**config.mk**
```make
export PLATFORM = sky130hd
export DESIGN_NAME = pme_root_status
export DESIGN_NICKNAME = d
export VERILOG_FILES = /design/src/rtl/pme_root_status.sv
export SDC_FILE = /design/constraint.sdc
export NUM_CORES = 1
export LEC_CHECK = 0
export BUFFER_PORTS_ARGS = -buffer_cell sky130_fd_sc_hd__buf_4
export CAP_MARGIN = 15
export CELL_PAD_IN_SITES_DETAIL_PLACEMENT = 1
export CELL_PAD_IN_SITES_GLOBAL_PLACEMENT = 1
export CORE_UTILIZATION = 39
export CTS_CLUSTER_DIAMETER = 200
export DETAILED_ROUTE_END_ITERATION = 6
export GPL_ROUTABILITY_DRIVEN = 0
export GPL_TIMING_DRIVEN = 0
export PLACE_DENSITY = 0.73
export SYNTH_ARGS = -nofsm -noshare
export SYNTH_HDL_FRONTEND = slang
export SYNTH_SLANG_ARGS = --single-unit
```
**constraint.sdc**
```tcl
create_clock -name clk -period 3.45 [get_ports clk]
set_input_delay 0.69 -clock clk [delete_from_list [all_inputs] [get_ports clk]]
set_output_delay 0.69 -clock clk [all_outputs]
set_load 0.005 [all_outputs]
```
**src/rtl/pme_root_status.sv**
```systemverilog
module pme_root_status #(
  parameter int          ID_W    = 16,
  parameter int          DEPTH   = 4,
  parameter int          ADDR_W  = 12,
  parameter logic [11:0] REG_OFS = 12'h0C0
) (
  input  logic              clk,
  input  logic              rst_n,
  input  logic [ADDR_W-1:0] cfg_addr,
  input  logic              cfg_wr,
  input  logic [31:0]       cfg_wdata,
  output logic [31:0]       cfg_rdata,
  input  logic              pme_valid,
  input  logic [ID_W-1:0]   pme_rid,
  output logic              pme_overflow
);
  localparam int PW  = (DEPTH > 1) ? $clog2(DEPTH) : 1;
  localparam int CW  = $clog2(DEPTH + 1);
  localparam int PAD = 32 - ID_W - 2;

  logic              stat_q;
  logic [ID_W-1:0]   id_q;
  logic [ID_W-1:0]   q_mem [DEPTH];
  logic [PW-1:0]     rd_q;
  logic [CW-1:0]     cnt_q;
  logic              ovf_q;

  wire hit   = (cfg_addr == ADDR_W'(REG_OFS));
  wire clr   = cfg_wr & hit & cfg_wdata[ID_W] & stat_q;
  wire full  = (cnt_q == CW'(DEPTH));
  wire empty = (cnt_q == '0);

  logic [DEPTH-1:0] dup_v;
  for (genvar i = 0; i < DEPTH; i++) begin : g_dup
    assign dup_v[i] = (q_mem[i] == pme_rid);
  end
  wire dup = |dup_v;

  wire [PW:0]   wsum   = {1'b0, rd_q} + (PW+1)'(cnt_q);
  wire [PW:0]   wwrap  = (wsum >= (PW+1)'(DEPTH)) ? wsum - (PW+1)'(DEPTH) : wsum;
  wire [PW-1:0] wr_idx = wwrap[PW-1:0];
  wire [PW-1:0] rd_nxt = (rd_q == PW'(DEPTH - 1)) ? '0 : rd_q + 1'b1;

  wire do_pop   = clr & ~empty;
  wire do_push  = pme_valid & stat_q & (clr ? ~empty : ~full);
  wire load_new = pme_valid & (~stat_q | (clr & empty));
  wire ovf_n    = pme_valid & stat_q & ~clr & full & ~dup;

  always_ff @(posedge clk) begin
    if (!rst_n) begin
      stat_q <= 1'b0;
      id_q   <= '0;
      rd_q   <= '0;
      cnt_q  <= '0;
      ovf_q  <= 1'b0;
      for (int i = 0; i < DEPTH; i++) q_mem[i] <= '0;
    end else begin
      ovf_q <= ovf_n;
      if (do_pop || load_new) stat_q <= 1'b1;
      else if (clr)           stat_q <= 1'b0;
      if (do_pop)             id_q <= q_mem[rd_q];
      else if (load_new)      id_q <= pme_rid;
      if (do_push)            q_mem[wr_idx] <= pme_rid;
      if (do_pop)             rd_q <= rd_nxt;
      cnt_q <= cnt_q + CW'(do_push) - CW'(do_pop);
    end
  end

  assign cfg_rdata    = hit ? {{PAD{1'b0}}, ~empty, stat_q, id_q} : 32'h0;
  assign pme_overflow = ovf_q;
endmodule


```
* Word level (Yosys, flattened, before mapping)
Memories as Yosys holds them, arrays and structs flattened. A register that Yosys moved wholly into a read port is not among the register bits.
Index checks and enable logic that the tools add are counted.
** Cells by class
- Add/subtract/negate cells :: 5
- $lt $le $gt $ge :: 1
- Equality and inequality tests :: 7
- Multiplexer cells :: 17
- Bitwise operators :: 17
- Reduce and logical (&&, ||, !) cells :: 6
** Operators with widths (number)
- equality test 16 bit :: 4
- 2-to-1 mux 16 bit :: 3
- 2-to-1 mux 18 bit :: 1
- OR reduction 16 bit :: 1
- equality test 12 x 8 -> 1 bit (second input constant) :: 1
- bitwise AND 1 bit :: 11
- 2-to-1 mux 2 bit :: 5
- 2-to-1 mux 1 bit :: 8
- NOT 1 bit :: 5
- nonzero test 2 bit :: 2
- OR reduction 4 bit :: 1
- adder 2 x 3 -> 3 bit :: 1
- adder 3 x 1 -> 3 bit :: 1
- equality test 3 bit (second input constant) :: 1
- >= comparator 3 bit (second input constant) :: 1
- zero test 3 bit :: 1
- subtractor 3 x 1 -> 3 bit :: 1
- adder 2 x 1 -> 2 bit (second input constant) :: 1
- equality test 2 bit (second input constant) :: 1
- subtractor 2 x 1 -> 2 bit (second input constant) :: 1
- logical OR 1 bit :: 1
- OR 1 bit :: 1
** Storage, ports and cells
- Flip-flop bits (word level) :: 23
- RAM bits :: 64
- Logic and storage cells :: 59
- Memories :: 1
** Memories
- q_mem :: words 4, width 16, read ports 5, clocked after Yosys merged registers in 1, wr ports 4, line 23 : logic [ID_W-1:0] q_mem [DEPTH];

* Logic depth before layout (Yosys ltp)
Gate-level depths: netlist of run 1.
- Word-level depth :: 11
- Depth in mapped cells :: 12

* Worst setup path after synthesis of run 1
OpenSTA, ideal clock, no wires.
- Path type :: input -> register
- Start point :: in cfg_addr[9]
- End point :: mem q_mem[3][0], enable pin
- Setup time :: 0.411 ns
- Arrival :: 3.193 ns
- Required time :: 3.039 ns
- Setup slack :: -0.154 ns
- Stages :: 4
- Path buffers :: 0
- Cell sequence :: or4b_4 o41a_1 a211o_1 o21ai_0
** RTL lines
- start, declared :: line 9 : input logic [ADDR_W-1:0] cfg_addr,
- end, declared :: line 23

* Worst setup path after layout of run 1
- Start point :: in cfg_addr[9]
- End point :: reg cnt_q[2]
** On the way
- Longest elaborated chain between the ends :: 8
** RTL lines
- equality test 12 x 8 -> 1 bit (*) :: line 28 : wire hit = (cfg_addr == ADDR_W'(REG_OFS));
- bitwise AND 1 bit (*) (3 in a row) :: line 29 : wire clr = cfg_wr & hit & cfg_wdata[ID_W] & stat_q;
- 2-to-1 mux 1 bit :: line 45 : wire do_push = pme_valid & stat_q & (clr ? ~empty : ~full);
- bitwise AND 1 bit :: line 45
- adder 3 x 1 -> 3 bit :: line 65 : cnt_q <= cnt_q + CW'(do_push) - CW'(do_pop);
- subtractor 3 x 1 -> 3 bit (*) :: line 65
- end signal, assigned :: line 65
- end, declared :: line 25 : logic [CW-1:0] cnt_q;
Mark *: on every way between the ends. The rest lies on a longest branch, timed or not.
A chain may end at the register's enable or synchronous reset.

==> impl_metrics.csv, run 1 <==
group,metric,value,unit
run_status,outcome,"finished, final reports clean",
sta,drv_slew,0,
sta,grt_setup_unrepaired,"false",
placed_design,dp_cells,662,
yosys,synth_seq_area_share,0.485,
cts,root_buffer,"clkbuf_16",
yosys,synth_compound_area_frac,0.0527,
power,pwr_density_cell,435,nW/µm²
hold_path,hold_depth,2,
placed_design,placed_cell_area,5530,µm²
yosys,yosys.area.top_type_share,0.385,
critical_path,setup.worst_path.class,"in -> reg",
finish,stdcell_count,677,
floorplan,initial_core_util,0.407,
finish,layout_commonest_cell,"and2_1",
placed_design,dp_hpwl,9900,µm
yosys,yosys.area_share.simple,0.200,
critical_path,cp.arrival,3.52,ns
critical_path,timing.rr.start,"cnt_q[1]$_SDFF_PN0_",
power,power,2.55,mW
run,cap_viol_max_count,0,
hold_path,hold_path_class,"reg -> reg",
grt,grt_antenna_before_repair,0,
cts,cts_tree,"built",
cts,htree_levels,3,
detailed_routing,first_iter_violations,210,
sta,finalCritPeriodShare,0.953,
grt,grt_pass1_vias,3560,
yosys,async_flop_share,0,
sta,hold_slack,0.539,ns
detailed_routing,routed_wl,12900,µm
placed_design,dpl_worst_slack,-0.666,ns
sta,setup_viol,0,
finish,final_cell_mix,"and2_1 (85), edfxtp_1 (64), buf_4 (51)",
critical_path,ff2ff_path_depth,10,
finish,antenna_cells,0,
yosys,synthXorXnorAreaFrac,0.119,
yosys,syn-mean-instance-area,11.2,µm²
cts,cts_hold_buffers,0,
yosys,synth_edf_count,64,
cts,clock_sinks,89,
sta,finalSetupTns,0,ns
grt,grt-ovfl-total,0,
yosys,yosysTopAreaCell,"edfxtp_1",
sta,finalHoldViolCount,0,
yosys,synth_cell_types,40,
finish,drive_gt1_frac,0.185,
yosys,synth_mux_area_frac,0.0722,
yosys,synth_fa_ha_area_frac,0.0140,
sta,setup_ws,0.160,ns
floorplan,ios,97,
detailed_routing,drcViolationCount,0,
detailed_routing,num_vias,3425,
cts,ctsLongestPathBuffers,2,
floorplan,die_h,115,µm
finish,final_area,5860,µm²
finish,area_growth,17.5,%
critical_path,r2r-end,"cnt_q[2]$_SDFF_PN0_",
cts,insertion_delay,0.34,ns
yosys,ys_top_cells_by_area,"edfxtp_1 (39%), and2_1 (11%), dfxtp_1 (10%)",
cts,post_cts_buffers,0,
placed_design,io_buffers,35,
detailed_routing,via_per_inst,5.06,
grt,grt_util_all_layers,0.214,
floorplan,num_rows,40,
finish,nets,573,
floorplan,coreArea,12300,µm²
power,leakagePower,2.28,nW
yosys,yosys_register_bits,89,
sta,slew_headroom,0.377,
cts,cts_made_buffers,9,
critical_path,required,3.68,ns
finish,final_core_util,0.478,
critical_path,startpoint_type,"input port",
grt,grt_pass1_wl,20400,µm
critical_path,worstPathMaxFanout,2,
yosys,yosys_warnings,0,
detailed_routing,wire_per_inst,19.1,µm
critical_path,regToRegSetupSlack,0.46,ns
sta,max_freq,304,MHz
sta,min_period,3.29,ns
power,ir_drop,0.219,mV
floorplan,die_w,115,µm
floorplan,fp.dieArea,13300,µm²
yosys,syn_area,4990,µm²
detailed_routing,ant_nets,0,
yosys,ys.flop_type,"edfxtp_1",
grt,grt_start_max_net_pins,19,
yosys,synth_cells,445,
detailed_routing,dr.pass1.iters,5,
hold_path,min-delay-start,"rd_q[1]$_SDFFE_PN0N_",
sta,fin_skew,0.0121,ns
yosys,synth_top_family_by_area,"simple AND/OR/NAND/NOR gates",
cts,clk_pin_slew,0.06,ns
critical_path,cp-end-kind,"register",
sta,tightest_slew,0.935,ns
-- synthesized netlist by cell type (2+ instances only) --
| library cell | n |
|---|---|
| ha_1 | 4 |
| nor4b_1 | 2 |
| nand2_1 | 36 |
| or3_1 | 3 |
| nand4_1 | 8 |
| mux4_2 | 16 |
| o21ai_0 | 18 |
| nand2b_1 | 5 |
| a21oi_1 | 2 |
| and2_1 | 85 |
| nand3_1 | 4 |
| a21boi_0 | 3 |
| inv_1 | 4 |
| buf_4 | 16 |
| xnor2_1 | 19 |
| buf_1 | 3 |
| nor4_1 | 15 |
| xor2_1 | 49 |
| a31oi_1 | 16 |
| edfxtp_1 | 64 |
| and3_1 | 2 |
| clkbuf_1 | 28 |
| buf_2 | 2 |
| dfxtp_1 | 25 |
-- what timing repair did --
item,4_1_cts,5_1_grt
endpoints found under the setup margin,49,33
pin swaps,0,0
gates cloned,0,0
resized for setup,3,3
-- area by class of cell --
type                    instances  area (µm²)
repair buffers                 36         274
well taps                     168         210
flip-flops and latches         89        2420
fillers                      1323        6400
multi-input cells             314        2370
plain buffers                  49         254
inverters                       5        18.8
clock buffers                  13         272
clock inverters                 3        47.5
-- report_power, final --
group / switching (mW) / internal, mW / total [mW]
clock network: 0.416 / 0.629 / 1.05
logic: 0.154 / 0.109 / 0.262
registers: 0.0388 / 1.20 / 1.24
total: 0.609 / 1.94 / 2.55
-- state kept, by name, indices dropped and copies added, names as in the netlist, named ones only --
register and cells:
pme_overflow 1, rd_q 2, q_mem 64, stat_q 1, id_q 16, cnt_q 3
-- cell families after synthesis --
family,count (synthesis)
simple gates,169
flops,89
xor+xnor,68
buf+inv,55
compound gates,42
mux,16
fa+ha+maj,5
other cells,1
-- layer usage --
metal	wire length, µm	global-route usage	up-vias
li1	-	-	1650
met1	5810	0.273	1654
met2	6210	0.361	108
met3	709	0.0474	13
met4	197	0.0675	0
met5	0	0	-
-- how the worst max path moves through the flow --
stage / startpoint / endpoint / cells past startpoint
CTS: cfg_addr[9] / q_mem[2][0]$_SDFFCE_PN0P_ / 6
finish: cfg_addr[9] / cnt_q[2]$_SDFF_PN0_ / 11
detailed placement: cfg_addr[9] / q_mem[2][13]$_SDFFCE_PN0P_ / 6
global placement: cfg_addr[9] / q_mem[2][13]$_SDFFCE_PN0P_ / 6
floorplan: cfg_addr[9] / cnt_q[2]$_SDFF_PN0_ / 10
global route: cfg_addr[10] / cnt_q[2]$_SDFF_PN0_ / 12
-- worst max-delay path, stage by stage --
cell and delay, ns:
buf_4 0.11, or4b_4 0.55, o41a_1 0.49, a211o_1 0.34
ha_1 0.29, inv_1 0.04, ha_1 0.19, fa_1 0.42
xnor2_1 0.15, xnor2_1 0.12, and2_1 0.14
Note: power is estimated with default switching activity, not from simulation.
==> run 2, diff against run 1 <==
Settings changed: CORE_MARGIN set to 4, CORE_UTILIZATION 39 to 47, PLACE_DENSITY 0.73 to 0.82.
Clock period 3.45 ns to 3.9 ns, I/O delays scaled along.
==> run 2 against run 1 <==
Via count grew 3.9%. Sequential share of layout area increased by 1.4 points. Largest power group unchanged. Sequential cell count is the same.
==> impl_metrics.csv, run 2 (synthesized netlist as in run 1, its figures left out) <==
group,metric,value,unit
detailed_routing,drcViolationCount,0,
power,ir_drop,0.199,mV
cts,cts_made_buffers,9,
detailed_routing,first_iter_violations,206,
cts,insertion_delay,0.37,ns
power,power,1.95,mW
finish,stdcell_count,646,
sta,min_period,3.72,ns
grt,grt_start_max_net_pins,17,
cts,clock_sinks,89,
critical_path,crit_path_start,"cfg_addr[9]",
detailed_routing,num_vias,3560,
cts,cts_tree,"built",
run,cap_viol_max_count,0,
critical_path,timing.rr.start,"cnt_q[1]$_SDFF_PN0_",
critical_path,startpoint_type,"input port",
finish,layout_commonest_cell,"and2_1",
finish,largest_reg_flops,64,
sta,grt_setup_unrepaired,"false",
sta,max_freq,269,MHz
grt,grt_pass1_wl,21000,µm
floorplan,ios,97,
critical_path,setup.worst_path.class,"in -> reg",
cts,root_buffer,"clkbuf_8",
detailed_routing,routed_wl,13400,µm
floorplan,fp.dieArea,12300,µm²
critical_path,required,3.89,ns
sta,setup_viol,0,
grt,grt_antenna_before_repair,0,
placed_design,dp_cells,630,
finish,n_fill_cell,1138,
power,leakagePower,2.22,nW
finish,multiInputGateArea,2340,µm²
cts,cts_hold_buffers,0,
finish,drive_gt1_frac,0.175,
placed_design,dp_hpwl,10200,µm
sta,drv_slew,0,
hold_path,hold_path_class,"reg -> reg",
run_status,outcome,"finished, final reports clean",
sta,tightest_slew,0.914,ns
critical_path,worstPathMaxFanout,16,
floorplan,num_rows,37,
placed_design,placed_cell_area,5490,µm²
finish,regArea,2420,µm²
finish,antenna_cells,0,
finish,area_growth,13.6,%
critical_path,cp-end-kind,"register",
detailed_routing,wire_per_inst,20.7,µm
grt,grt_util_all_layers,0.222,
sta,finalSetupTns,0,ns
sta,fin_skew,0.00906,ns
sta,setup_ws,0.180,ns
finish,top_register,"q_mem",
floorplan,coreArea,10300,µm²
cts,cts_resized,0,
grt,grt_pass1_vias,3845,
detailed_routing,ant_nets,0,
finish,nets,574,
sta,finalCritPeriodShare,0.954,
hold_path,min-delay-start,"id_q[4]$_SDFFE_PN0P_",
detailed_routing,dr.pass1.iters,4,
finish,final_cell_mix,"and2_1 (85), edfxtp_1 (64), buf_4 (51)",
cts,htree_levels,3,
sta,finalHoldViolCount,0,
finish,final_area,5670,µm²
cts,clk_pin_slew,0.09,ns
critical_path,cp.arrival,3.71,ns
floorplan,die_w,111,µm
cts,ctsLongestPathBuffers,2,
finish,largestRegisters,"q_mem x64, id_q x16, cnt_q x3",
detailed_routing,via_per_inst,5.51,
placed_design,dpl_worst_slack,-0.257,ns
placed_design,io_buffers,35,
floorplan,initial_core_util,0.483,
power,pwr_density_cell,344,nW/µm²
cts,post_cts_buffers,0,
grt,grt-ovfl-total,0,
critical_path,regToRegSetupSlack,0.60,ns
sta,slew_headroom,0.390,
floorplan,die_h,111,µm
[run 2: cell types whose count changed in the layout (fill, tap and decap cells not counted), sizes merged]
cell and change:
clkinv +1
[run 2: power breakdown]
group          switching [mW]  total (mW)  internal, mW  leakage, nW
sequential             0.0349        1.10          1.06        0.868
combinational           0.139       0.234        0.0951         1.26
clock                   0.322       0.616         0.294       0.0941
total                   0.496        1.95          1.45         2.22
[run 2: area by class of cell]
cell class | count | share of cell area
clock inverters | 4 | 0.00794
flip-flops and latches | 89 | 0.427
plain buffers | 50 | 0.0455
well taps | 136 | 0.0300
multi-input cells | 314 | 0.413
clock buffers | 12 | 0.0238
repair buffers | 36 | 0.0490
inverters | 5 | 0.00331
[run 2: path summary, 6_finish.rpt]
path | cells past startpoint | to
hold reg to reg | 2 | id_q[4]$_SDFFE_PN0P_
setup reg to reg | 11 | cnt_q[2]$_SDFF_PN0_
hold / removal | 2 | id_q[4]$_SDFFE_PN0P_
setup / recovery | 6 | q_mem[2][11]$_SDFFCE_PN0P_
[run 2: routing by layer]
metal,vias up,global-route usage,part of all wire
met4,0,0.0916,0.033
met3,35,0.0469,0.056
met1,1734,0.271,0.42
met5,-,0,0
met2,144,0.383,0.49
li1,1647,-,-
[run 2: stage by stage]
stage	utilization	hold slack (ns)
2_1_floorplan	-	0.490
5_1_grt	0.549	0.602
4_1_cts	0.549	0.551
6_report	0.549	0.548
3_5_place_dp	0.532	0.535
3_3_place_gp	0.530	0.519
[run 2: critical path, cell delays in order]
cell and delay (ns):
buf_4 0.11, or4b_4 0.54, o41a_1 0.49, a211oi_4 0.53, nor3b_4 0.49, nand2b_1 0.76
==> run 3, diff against run 2 <==
Settings changed: CORE_UTILIZATION 47 to 32, PLACE_DENSITY 0.82 to unset, PLACE_DENSITY_LB_ADDON set to 0.1.
==> run 3 against run 2 <==
Hold slack gained 0.0017 ns. Sequential cell count did not move. Wire length is 6.8% higher. Final cell count is 11% higher. Critical path type unchanged. Largest power group unchanged. Highest routed layer unchanged.
==> impl_metrics.csv, run 3 (synthesized netlist as in run 1, its figures left out) <==
group,metric,value,unit
floorplan,ios,97,
critical_path,cp-end-kind,"register",
detailed_routing,first_iter_violations,160,
critical_path,setup.worst_path.class,"in -> reg",
hold_path,hold_path_class,"reg -> reg",
finish,stdcell_count,720,
grt,grt-ovfl-total,0,
cts,clock_sinks,89,
finish,final_cell_mix,"and2_1 (85), edfxtp_1 (64), buf_4 (51)",
sta,finalHoldViolCount,0,
power,power,2.19,mW
critical_path,path_cells,"buf_4, nor4b_1, nand3_1, or3_1, clkinv_1, clkbuf_1, ha_1, inv_1, ha_1, fa_1, xnor2_1, xnor2_1, and2_1",
cts,htree_levels,3,
grt,grt_antenna_before_repair,0,
sta,drv_slew,0,
sta,fin_skew,0.00844,ns
cts,insertion_delay,0.35,ns
grt,grt_pass1_vias,3649,
sta,tightest_slew,1.00,ns
finish,largest_reg_flops,64,
sta,min_period,3.63,ns
run_status,outcome,"finished, final reports clean",
placed_design,placed_cell_area,5580,µm²
power,leakagePower,2.26,nW
sta,max_freq,275,MHz
critical_path,cpPeakStageDelay,0.52,ns
cts,ctsLongestPathBuffers,2,
cts,root_buffer,"clkbuf_16",
finish,drive_gt1_frac,0.179,
critical_path,required,4.14,ns
grt,grt_pass1_wl,21800,µm
finish,top_register,"q_mem",
finish,final_area,5870,µm²
sta,finalCritPeriodShare,0.932,
critical_path,worstPathMaxFanout,10,
detailed_routing,wire_per_inst,19.8,µm
placed_design,io_buffers,35,
finish,multiInputGateArea,2350,µm²
detailed_routing,num_vias,3385,
floorplan,die_w,133,µm
floorplan,initial_core_util,0.327,
finish,antenna_cells,0,
finish,regArea,2420,µm²
sta,grt_setup_unrepaired,"false",
power,pwr_density_cell,373,nW/µm²
critical_path,worst-path-stages,13,
cts,post_cts_buffers,0,
finish,largestRegisters,"q_mem x64, id_q x16, cnt_q x3",
sta,hold_slack,0.550,ns
detailed_routing,routed_wl,14300,µm
sta,finalSetupTns,0,ns
floorplan,fp.dieArea,17700,µm²
placed_design,dp_cells,705,
finish,layout_commonest_cell,"and2_1",
sta,setup_viol,0,
detailed_routing,via_per_inst,4.70,
power,ir_drop,0.189,mV
detailed_routing,drcViolationCount,0,
critical_path,path_delay_family,"simple AND/OR/NAND/NOR gates",
grt,grt_start_max_net_pins,17,
critical_path,critPathBufInv,4,
finish,n_fill_cell,1697,
critical_path,cp.arrival,3.87,ns
floorplan,coreArea,15300,µm²
floorplan,die_h,133,µm
finish,nets,574,
critical_path,startpoint_type,"input port",
detailed_routing,dr.pass1.iters,4,
run,cap_viol_max_count,0,
finish,area_growth,17.6,%
grt,grt_util_all_layers,0.165,
cts,clk_pin_slew,0.06,ns
critical_path,ff2ff_path_depth,11,
cts,cts_hold_buffers,0,
hold_path,hold_depth,2,
placed_design,dp_hpwl,10900,µm
floorplan,num_rows,45,
detailed_routing,ant_nets,0,
cts,cts_tree,"built",
critical_path,critPathSlowestCell,"nor4b_1",
cts,cts_made_buffers,9,
sta,slew_headroom,0.333,
[run 3: changes by cell type in the layout (fill, tap and decap cells not counted)]
cell | previous run | this run
clkbuf_1 | 31 | 29
clkbuf_16 | 0 | 9
clkbuf_8 | 9 | 0
clkinv_1 | 1 | 3
clkinv_2 | 3 | 2
nand2b_1 | 5 | 2
nand2b_2 | 0 | 3
[run 3: path summary, 6_finish.rpt]
path / start / end / slack, ns
hold reg to reg: id_q[1]$_SDFFE_PN0P_ / id_q[1]$_SDFFE_PN0P_ / 0.55
hold / removal: id_q[1]$_SDFFE_PN0P_ / id_q[1]$_SDFFE_PN0P_ / 0.55
setup / recovery: cfg_addr[9] / cnt_q[2]$_SDFF_PN0_ / 0.27
setup reg to reg: cnt_q[1]$_SDFF_PN0_ / cnt_q[2]$_SDFF_PN0_ / 0.65
[run 3: tightest hold or removal path: stages, from the launching register on]
cell,delay (ns)
dfxtp_1,0.30
o21ai_0,0.16
a31oi_1,0.05
[run 3: layer usage]
| metal | part of all wire | vias up | track usage |
|---|---|---|---|
| met5 | 0 | - | 0 |
| met4 | 0.013 | 0 | 0.0502 |
| met3 | 0.051 | 13 | 0.0373 |
| met2 | 0.47 | 86 | 0.273 |
| met1 | 0.46 | 1640 | 0.216 |
| li1 | - | 1646 | - |
[run 3: power by group]
group | switching [mW] | internal, mW | total (mW)
combinational | 0.140 | 0.0956 | 0.235
clock | 0.366 | 0.487 | 0.853
sequential | 0.0332 | 1.06 | 1.10
[run 3: final cells by class]
cell class,instances,area share
Clock inverter,5,0.00810
Inverter,5,0.00320
Multi-Input combinational cell,314,0.401
Sequential cell,89,0.413
Timing Repair Buffer,36,0.0473
Tap cell,211,0.0450
Clock buffer,10,0.0390
Buffer,50,0.0439
[run 3: what timing repair did]
item,4_1_cts,5_1_grt
resized for setup,1,2
gates cloned,0,0
pin swaps,0,0
endpoints found under the setup margin,16,32
[run 3: through the flow]
| stage | utilization | setup slack [ns] |
|---|---|---|
| finish | 0.385 | 0.266 |
| global route | 0.385 | 0.0652 |
| CTS | 0.384 | 0.0403 |
| detailed placement | 0.366 | -0.434 |
| global placement | 0.365 | -1.12 |
| floorplan | - | 0.206 |
